[src/rtl/mbcrc_pkg.sv]
package mbcrc_pkg;
    localparam int          CRC_W    = 12;
    localparam int          DATA_W   = 64;
    localparam int          MB_BLKS  = 32;
    // x^12+x^9+x^8+x^3+x^2+x+1, leading term implicit
    localparam logic [11:0] CRC_TAPS = 12'h30F;

    typedef logic [CRC_W-1:0] crc_t;
endpackage

[src/rtl/mbcrc_lfsr_step.sv]
module mbcrc_lfsr_step #(
    parameter int                 CRC_W     = 12,
    parameter int                 DATA_W    = 64,
    parameter logic [CRC_W-1:0]   TAPS      = 12'h30F,
    parameter bit                 MSB_FIRST = 1'b1
) (
    input  logic [CRC_W-1:0]  seed,
    input  logic [DATA_W-1:0] din,
    output logic [CRC_W-1:0]  result
);
    // ordered[DATA_W-1] is the first bit shifted in
    logic [DATA_W-1:0] ordered;

    generate
        if (MSB_FIRST) begin : g_msb
            assign ordered = din;
        end else begin : g_lsb
            for (genvar i = 0; i < DATA_W; i++) begin : g_rev
                assign ordered[i] = din[DATA_W-1-i];
            end
        end
    endgenerate

    logic [CRC_W-1:0] acc;
    logic             fb;

    always_comb begin
        acc = seed;
        fb  = 1'b0;
        for (int i = DATA_W - 1; i >= 0; i--) begin
            fb  = acc[CRC_W-1] ^ ordered[i];
            acc = {acc[CRC_W-2:0], 1'b0};
            if (fb) begin
                acc = acc ^ TAPS;
            end
        end
        result = acc;
    end
endmodule

[src/rtl/mbcrc_blk_ctr.sv]
module mbcrc_blk_ctr #(
    parameter int BLKS = 32
) (
    input  logic clk,
    input  logic rst,
    input  logic adv,
    input  logic restart,
    output logic is_first,
    output logic is_last
);
    localparam int                CNT_W    = (BLKS > 1) ? $clog2(BLKS) : 1;
    localparam logic [CNT_W-1:0]  LAST_IDX = CNT_W'(BLKS - 1);
    localparam logic [CNT_W-1:0]  AFTER_SOM = (BLKS > 1) ? CNT_W'(1) : '0;

    typedef struct packed {
        logic [CNT_W-1:0] cnt;
    } ctr_st_t;

    ctr_st_t          st_d, st_q;
    logic [CNT_W-1:0] idx;

    always_comb begin
        st_d     = st_q;
        idx      = restart ? '0 : st_q.cnt;
        is_first = (idx == '0);
        is_last  = (idx == LAST_IDX);
        if (adv) begin
            st_d.cnt = is_last ? '0 : idx + CNT_W'(1);
        end
    end

    always_ff @(posedge clk) begin
        if (rst) begin
            st_q <= '0;
        end else begin
            st_q <= st_d;
        end
    end

    AST_CNT_RANGE: assert property (@(posedge clk) disable iff (rst)
        st_q.cnt <= LAST_IDX);
    AST_IDLE_CNT_HOLD: assert property (@(posedge clk) disable iff (rst)
        !adv |=> $stable(st_q.cnt));
    AST_SOM_RESTART: assert property (@(posedge clk) disable iff (rst)
        (adv && restart) |=> (st_q.cnt == AFTER_SOM));
endmodule

[src/rtl/mbcrc12_gen.sv]
module mbcrc12_gen
    import mbcrc_pkg::*;
#(
    parameter int                 DATA_W = mbcrc_pkg::DATA_W,
    parameter int                 BLKS   = mbcrc_pkg::MB_BLKS,
    parameter logic [CRC_W-1:0]   TAPS   = mbcrc_pkg::CRC_TAPS
) (
    input  logic              clk,
    input  logic              rst,
    input  logic              blk_valid,
    input  logic              blk_som,
    input  logic [DATA_W-1:0] blk_data,
    output logic              par_valid,
    output logic [CRC_W-1:0]  par_word
);
    typedef struct packed {
        crc_t acc;
        crc_t par;
        logic strobe;
    } gen_st_t;

    gen_st_t st_d, st_q;
    logic    first_blk, last_blk;
    crc_t    seed, step_res;

    mbcrc_blk_ctr #(
        .BLKS (BLKS)
    ) u_ctr (
        .clk      (clk),
        .rst      (rst),
        .adv      (blk_valid),
        .restart  (blk_som),
        .is_first (first_blk),
        .is_last  (last_blk)
    );

    // a first block always seeds from zero, dropping any partial result
    assign seed = first_blk ? '0 : st_q.acc;

    mbcrc_lfsr_step #(
        .CRC_W     (CRC_W),
        .DATA_W    (DATA_W),
        .TAPS      (TAPS),
        .MSB_FIRST (1'b1)
    ) u_step (
        .seed   (seed),
        .din    (blk_data),
        .result (step_res)
    );

    always_comb begin
        st_d        = st_q;
        st_d.strobe = 1'b0;
        if (blk_valid) begin
            if (last_blk) begin
                st_d.par    = step_res;
                st_d.strobe = 1'b1;
                st_d.acc    = '0;
            end else begin
                st_d.acc    = step_res;
            end
        end
    end

    always_ff @(posedge clk) begin
        if (rst) begin
            st_q <= '0;
        end else begin
            st_q <= st_d;
        end
    end

    assign par_valid = st_q.strobe;
    assign par_word  = st_q.par;

    AST_STROBE_AFTER_BLOCK: assert property (@(posedge clk) disable iff (rst)
        st_q.strobe |-> $past(blk_valid));
    AST_ACC_CLEARED: assert property (@(posedge clk) disable iff (rst)
        st_q.strobe |-> (st_q.acc == '0));
    AST_IDLE_ACC_HOLD: assert property (@(posedge clk) disable iff (rst)
        !blk_valid |=> ($stable(st_q.acc) && !st_q.strobe));
    AST_PAR_HOLD: assert property (@(posedge clk) disable iff (rst)
        !st_q.strobe |-> $stable(st_q.par));
    AST_RESET_CLEAR: assert property (@(posedge clk)
        $past(rst) |-> (!st_q.strobe && st_q.par == '0));
endmodule

[config.mk]
export PLATFORM = sky130hd
export DESIGN_NAME = mbcrc12_gen
export DESIGN_NICKNAME = d
export VERILOG_FILES = /design/src/rtl/mbcrc_pkg.sv /design/src/rtl/mbcrc_lfsr_step.sv /design/src/rtl/mbcrc_blk_ctr.sv /design/src/rtl/mbcrc12_gen.sv
export SDC_FILE = /design/constraint.sdc
export NUM_CORES = 1
export LEC_CHECK = 0
export BUFFER_PORTS_ARGS = -buffer_cell sky130_fd_sc_hd__clkbuf_2
export CORE_MARGIN = 3
export CORE_UTILIZATION = 55
export DETAILED_ROUTE_END_ITERATION = 10
export PLACE_DENSITY_LB_ADDON = 0.08
export SETUP_SLACK_MARGIN = 0.4
export SLEW_MARGIN = 20
export SYNTH_ARGS = -nofsm -noshare
export SYNTH_HDL_FRONTEND = slang
export SYNTH_SLANG_ARGS = --single-unit
[constraint.sdc]
create_clock -name clk -period 6.6 [get_ports clk]
set_input_delay 0.66 -clock clk [delete_from_list [all_inputs] [get_ports clk]]
set_output_delay 0.66 -clock clk [all_outputs]
set_load 0.02 [all_outputs]
# Word-level counts from Yosys, hierarchy flattened
# Cells that the tools add are included.
[word_totals]
reg_bits = 30
output_inout_bits = 13
word_cells = 207
[op_classes]
n_addsub = 1
n_eq_ne = 1
mux = 69
bitwise_logic = 129
reduce_logical = 3
[ops]
columns = ["operator", "count"]
rows = [
  ["10-bit two-way mux", 64],
  ["6-bit inverter", 64],
  ["1-bit bitwise XOR", 64],
  ["12-bit two-way mux", 2],
  ["5-bit two-way mux", 2],
  ["5-bit by 1-bit adder with 5-bit output, second input constant", 1],
  ["5-bit == test, second input constant", 1],
  ["5-bit logical NOT", 1],
  ["2-bit AND reduction", 1],
  ["2-bit OR reduction", 1],
  ["1-bit two-way mux", 1],
  ["1-bit inverter", 1],
]

# Longest topological paths before layout
# Gate-level depths: netlist of the first run.
[logic_depth]
ltp_word = 132
mapped_depth = 20
ltp_nobuf = 18

# Modules after synthesis
# A second synthesis of the first run with hierarchy kept.
[unflattened]
hier_cells = 460
area_unflattened_um2 = 5679.2
[modules_own_cells]
columns = ["module", "n_inst", "cells_each", "area_each_um2", "seq_area_each_um2"]
rows = [
  ["mbcrc_lfsr_step", 1, 287, 4210.3, 0.0],
  ["mbcrc12_gen", 1, 137, 1166.1, 500.5],
  ["mbcrc_blk_ctr", 1, 36, 302.8, 100.1],
]

# Worst setup path before layout of the first run
# No wires, ideal clock.
[synth_path]
path_kind = "input to register"
start = "input port blk_som"
end = "register st_q[16] in the netlist's numbering"
setup_ps = 128
t_arrival_ps = 6294
setup_slack_ps = 178
stages = 20
cell_sequence = "clkbuf_1 -> nor2b_1 -> inv_1 -> ha_1 -> o21ai_1 -> clkbuf_1 -> nand2_1 -> xnor2_1 -> xor2_4 -> xor3_1 -> xnor3_2 -> xnor3_2 -> xnor3_1 -> xnor3_2 -> xnor3_1 -> xor2_1 -> xnor3_2 -> xnor3_1 -> a22oi_1 -> nor2_1"
[synth_via]
elab_chain_cells = 92
[synth_lines]
columns = ["item", "line", "source"]
rows = [
  ["start: declaration", "mbcrc12_gen.sv:11", "input logic blk_som,"],
  ["5-bit two-way mux *", "mbcrc_blk_ctr.sv:24", "idx = restart ? '0 : st_q.cnt;"],
  ["5-bit logical NOT", "mbcrc_blk_ctr.sv:25", "is_first = (idx == '0);"],
  ["12-bit two-way mux", "mbcrc12_gen.sv:38", "assign seed = first_blk ? '0 : st_q.acc;"],
  ["1-bit bitwise XOR", "mbcrc_lfsr_step.sv:31", "fb = acc[CRC_W-1] ^ ordered[i];"],
  ["10-bit two-way mux", "mbcrc_lfsr_step.sv:33", "if (fb) begin"],
  ["6-bit inverter (no source line)", "--", ""],
  ["10-bit two-way mux", "mbcrc_lfsr_step.sv:33", ""],
  ["6-bit inverter (no source line)", "--", ""],
  ["[... 76 more ...]", "--", ""],
  ["10-bit two-way mux", "mbcrc_lfsr_step.sv:33", ""],
  ["6-bit inverter (no source line)", "--", ""],
  ["10-bit two-way mux", "mbcrc_lfsr_step.sv:33", ""],
  ["6-bit inverter (no source line)", "--", ""],
  ["10-bit two-way mux", "mbcrc_lfsr_step.sv:33", ""],
  ["6-bit inverter (no source line)", "--", ""],
  ["10-bit two-way mux", "mbcrc_lfsr_step.sv:33", ""],
  ["12-bit two-way mux *", "mbcrc12_gen.sv:55", "if (last_blk) begin"],
  ["end signal: assignment", "mbcrc12_gen.sv:69", "st_q <= st_d;"],
  ["end: declaration", "mbcrc12_gen.sv:22", "gen_st_t st_d, st_q;"],
]
# Every way passes the cells marked *; elsewhere a longest branch is shown, timed or not.
# A chain may end at the register's enable or synchronous reset.

# Worst setup path in the final report of the first run
[layout_path]
start = "input port blk_data[53]"
end = "register st_q[16] in the netlist's numbering"
[layout_via]
elab_chain_cells = 73
[layout_lines]
columns = ["item", "line", "source"]
rows = [
  ["start: declaration", "mbcrc12_gen.sv:12", "input logic [DATA_W-1:0] blk_data,"],
  ["1-bit bitwise XOR *", "mbcrc_lfsr_step.sv:31", ""],
  ["10-bit two-way mux *", "mbcrc_lfsr_step.sv:33", ""],
  ["1-bit bitwise XOR / 6-bit inverter (equally long branches)", "--", ""],
  ["10-bit two-way mux", "mbcrc_lfsr_step.sv:33", ""],
  ["6-bit inverter (no source line), or another cell as far along", "--", ""],
  ["10-bit two-way mux", "mbcrc_lfsr_step.sv:33", ""],
  ["6-bit inverter (no source line) / 10-bit two-way mux (equally long branches)", "--", ""],
  ["10-bit two-way mux", "mbcrc_lfsr_step.sv:33", ""],
  ["[... 57 more ...]", "--", ""],
  ["10-bit two-way mux", "mbcrc_lfsr_step.sv:33", ""],
  ["6-bit inverter (no source line) / 1-bit bitwise XOR (equally long branches)", "--", ""],
  ["10-bit two-way mux", "mbcrc_lfsr_step.sv:33", ""],
  ["6-bit inverter (no source line) / 1-bit bitwise XOR (equally long branches)", "--", ""],
  ["10-bit two-way mux", "mbcrc_lfsr_step.sv:33", ""],
  ["6-bit inverter (no source line)", "--", ""],
  ["10-bit two-way mux *", "mbcrc_lfsr_step.sv:33", ""],
  ["12-bit two-way mux *", "mbcrc12_gen.sv:55", ""],
]
# Marks and branches as above.

==> results.toml, run 1 <==
[status]
status = "finished clean"

[setup_path]
required_ps = 6730
path_cells = "clkbuf_2, xnor2_2, xnor3_2, xnor3_1, xnor3_2, xnor3_4, xor2_4, buf_12, xor2_4, xnor2_2, xor2_1, buf_4, xnor3_1, xnor3_2, xor3_2, xnor2_4, buf_4, xnor3_1, a22oi_1, nor2_1"
critPathKind = "in -> reg"
end_kind = "register"
r2r_slack_ps = 630
rr_worst_depth = 18
cpPeakStageDelay_ps = 520
cp_max_fo = 4
critPathLaunchType = "input pin"
arrival_ps = 6190
crit_slowest_cell = "xor3_2"

[sta]
tns_ps = 0
hold_viol = 0
finalMaxSlewViolations = 0
finalCritPeriodShare_pct = 91.8
finalSetupViolCount = 0
hold_ws_ps = 463
finalCriticalPeriod_ps = 6060
grt_setup_unrepaired = "yes"
skew_ps = 5.24
relSlewSlack_pct = 56.4
tightest_slew_ps = 652
max_freq_ghz = 0.165

[hold_path]
hp-class = "reg -> reg"
whs_path_depth = 2

[clocking]
cts_root_buf = "clkbuf_16"
clockBufferDepth = 2
cts_hold_buf = 0
clkLatencyLatePin_ps = 270
tritoncts = "yes"
numCtsBuffers = 5
path_clk_slew_ps = 50
htreeDepth = 2
clock_sinks = 30

[synth]
synth_area_leaders = "xnor3_1, xnor2_1, dfxtp_1, xnor3_2, xor3_1"
yosysTopAreaCell = "xnor3_1"
synth-edff-count = 0
synth-adder-area-share_pct = 0.556
netlist_top_cells_count = "xnor2_1, xnor3_1, xor2_1, nor2_1, dfxtp_1"
yosysSeqAreaShare_pct = 8.90
synthFlopType = "dfxtp_1"
postSynthAreaPerCell_um2 = 12.2
synth_top_family_by_area = "XOR/XNOR gates"
synth_nets = 624
async_flop_share_pct = 0
ys_seq_elements = 30
synthCells = 553
yosys.area_share.simple_pct = 5.49
synth_compound_area_share_pct = 2.86
synth-xor-area-share_pct = 78.9
yosysTopAreaCellShare_pct = 27.4
synthMuxAreaShare_pct = 0.297
synth.most_common_cell = "xnor2_1"
syn_area_um2 = 6750
yosys_warnings = 0
ys_types = 40

[die]
die_w_um = 117
die_area_um2 = 13600
io_pins = 81
num_rows = 39
coreArea_um2 = 11700
die_y_um = 117
initial_core_util_pct = 57.6

[placed_design]
gp_congestion = 0.902
dpl.hpwl_um = 12800
port-buffer-count = 80

[route]
antenna_left = 0
route.met2.wl_um = 7380
drcViolationCount = 0
vias_per_cell = 5.10
drt_iter0_markers = 154
wl_met3_um = 642
via_count = 4226
wl_per_cell_um = 18.7
drt-pass1-iter-count = 4
drt_wl_total_um = 15500
top_layer = "met4"
met1Wirelength_um = 7220

[global_route]
grt_pass1_wl_um = 23200
grt_use_total_pct = 22.4
grt_max_degree = 31
grt_overflow = 0
grt_pass1_vias = 4290
antenna_found_initial = 0

[cells_and_area]
diodes = 0
drive_gt1_share_pct = 40.6
area_delta_synth_final_pct = 22.1
finalCoreUtilization_pct = 70.3
final_nets = 755

[flow_run]
maxCapViolCount = 0
[timing repair]
action / CTS / global route
setup endpoints to repair: 16 / 18
resized for setup: 10 / 54
setup buffers: 0 / 33
pin swaps: 3 / 42
[kinds of logic after synthesis]
group | after synthesis
compound gates | 29
xor+xnor | 366
fa+ha+maj | 3
buf+inv | 37
flops | 30
mux | 2
simple gates | 86
[state kept, by name, indices dropped and copies added (netlist names)]
signal      count
u_ctr.st_q      5
st_q           12
par_word       12
par_valid       1
[final cells by class]
class | instances | area, um2
timing repair buffer | 157 | 995
clock buffer | 7 | 143
sequential | 30 | 607
fill | 868 | 3470
multi-input combinational | 486 | 6290
clock inverter | 1 | 5.00
tap | 143 | 179
inverter | 4 | 15.0
[routing by layer]
layer / vias up / track usage, %
li1: 2078 / -
met1: 2037 / 32.8
met2: 93 / 36.8
met3: 18 / 1.87
met4: 0 / 4.59
met5: - / 0
[critical path: cells and delay by family]
kind            cells  cell delay (ps)
xor+xnor           14             4650
buf+inv             4              640
compound gates      1              170
simple gates        1               60
[worst paths after layout]
check                                   from          end
worst min register to register   par_word[2]  par_word[2]
worst max register to register      st_q[24]     st_q[18]
worst min-delay path             par_word[2]  par_word[2]
worst max-delay path            blk_data[53]     st_q[16]
[per-stage QoR]
| step | setup slack, ps | area [um2] | instances |
|---|---|---|---|
| 6_report | 540 | 8240 | 828 |
| 5_1_grt | 303 | 8240 | 828 |
| 4_1_cts | 395 | 7700 | 795 |
| 3_5_place_dp | -58.7 | 7490 | 787 |
| 3_3_place_gp | -20.4 | 7490 | 787 |
| 2_1_floorplan | 401 | 6770 | 553 |
[cell usage in the layout, fill, tap and decap left out, types with 4 or more instances in the layout]
cell type and instances:
dfxtp_1 27, xnor2_1 142, nor2_1 38, clkbuf_16 5
nor3_1 5, clkbuf_2 80, xnor3_1 65, xor3_1 17
a22oi_1 6, nand2_1 25, a21oi_1 9, inv_1 4
xor3_2 6, xor2_1 39, xnor2_4 9, xor2_4 6
a211oi_1 6, xnor2_2 33, buf_4 75, xor2_2 10
xnor3_2 36
Power of run 1 is not shown: default switching activity piles up to over one toggle a cycle in this logic, so the estimate is an artifact.
==> run 2, diff against run 1 <==
CORE_ASPECT_RATIO = 0.9   (was not set)
CTS_CLUSTER_DIAMETER = 100   (was not set)
==> results.toml, run 2 (synthesis results as in run 1) <==
[global_route]
grt_pass1_vias = 4335
antenna_found_initial = 0
grt_use_total_pct = 22.6
grt_overflow = 0
grt_pass1_wl_um = 23900
grt_max_degree = 31

[sta]
finalCritPeriodShare_pct = 92.0
max_freq_ghz = 0.165
finalMaxSlewViolations = 0
skew_ps = 2.97
relSlewSlack_pct = 55.5
tightest_slew_ps = 665
finalSetupViolCount = 0
finalCriticalPeriod_ps = 6070
hold_viol = 0
hold_ws_ps = 458
grt_setup_unrepaired = "yes"

[status]
status = "finished clean"

[die]
die_y_um = 111
io_pins = 81
die_area_um2 = 13600
initial_core_util_pct = 57.6
num_rows = 37
die_w_um = 123
coreArea_um2 = 11700

[route]
wl_per_cell_um = 18.7
antenna_left = 0
drt_iter0_markers = 273
drcViolationCount = 0
drt_wl_total_um = 15300
drt-pass1-iter-count = 5
via_count = 4206
vias_per_cell = 5.13

[placed_design]
port-buffer-count = 80
dpl.hpwl_um = 12900
gp_congestion = 0.875

[clocking]
clkLatencyLatePin_ps = 270
clock_sinks = 30
cts_root_buf = "clkbuf_16"
path_clk_slew_ps = 50
clockBufferDepth = 2
numCtsBuffers = 5
tritoncts = "yes"
htreeDepth = 2

[flow_run]
maxCapViolCount = 0

[cells_and_area]
diodes = 0
area_delta_synth_final_pct = 19.3
final-seq-area_um2 = 603
nFillCells = 894
final_common_cell = "xnor2_1"
final_cell_mix = "xnor2_1, clkbuf_2, xnor3_1"
drive_gt1_share_pct = 37.5
multiInputGateArea_um2 = 6250
final_nets = 736

[hold_path]
hp-class = "reg -> reg"
whs_path_depth = 2
hold_end = "par_word[4]"
hp-start = "par_word[4]"

[setup_path]
rr_worst_depth = 17
end_kind = "register"
r2r_slack_ps = 670
critPathKind = "in -> reg"
arrival_ps = 6270
cp_max_fo = 4
worstReg2RegEnd = "st_q[18]"
critPathLaunchType = "input pin"
required_ps = 6800
r2r_start = "st_q[14]"
==> run 2: final cells by class <==
class	count	area share (%)
clock buffer	6	1.73
inverter	4	0.187
multi-input combinational	486	77.6
tap	156	2.43
timing repair buffer	138	10.5
sequential	30	7.49
==> run 2: per-stage QoR <==
step           area [um2]  std cells  util [%]  setup slack, ps  TNS (ps)
5_1_grt              8050        820      68.7              329         0
2_1_floorplan        6770        553         -              401         0
6_report             8050        820      68.7              530         0
3_3_place_gp         7470        796      63.8             96.6         0
3_5_place_dp         7470        796      63.8            -19.5     -23.8
4_1_cts              7680        802      65.6              399         0
==> run 2: metal layers <==
layer / up-vias / part of all wire [%] / global-route usage, %
li1: 2044 / - / -
met1: 2044 / 47 / 34.8
met2: 109 / 48 / 35.6
met3: 9 / 4.7 / 2.35
met4: 0 / 0.62 / 2.84
met5: - / 0 / 0
==> run 2: worst max-delay path, cell delays in order <==
cell	delay, ps
clkbuf_2	180
xnor2_4	280
xnor3_2	450
xnor3_1	410
xnor3_2	280
xnor3_2	400
buf_4	180
xnor3_2	460
xnor2_2	180
xnor2_2	280
xor2_1	240
xnor3_1	450
xor3_1	430
xnor2_2	260
xnor3_1	370
xnor3_1	420
nand2b_1	180
a21oi_2	140
==> run 2: worst max-delay path by stage <==
| stage | depth (start not counted) | start | to |
|---|---|---|---|
| 6_report | 18 | blk_data[61] | st_q[18] |
| 2_1_floorplan | 20 | blk_som | st_q[16] |
| 4_1_cts | 18 | blk_data[63] | st_q[16] |
| 3_5_place_dp | 18 | blk_data[63] | st_q[18] |
| 5_1_grt | 19 | blk_som | st_q[24] |
| 3_3_place_gp | 18 | blk_data[63] | st_q[18] |
==> run 2: repair_timing <==
action	4_1_cts	5_1_grt
pin swaps	4	27
gates resized for setup	12	41
buffers inserted	0	18
endpoints found under the setup margin	16	19
hold buffers	0	0
Power of run 2 is left out for the same reason.
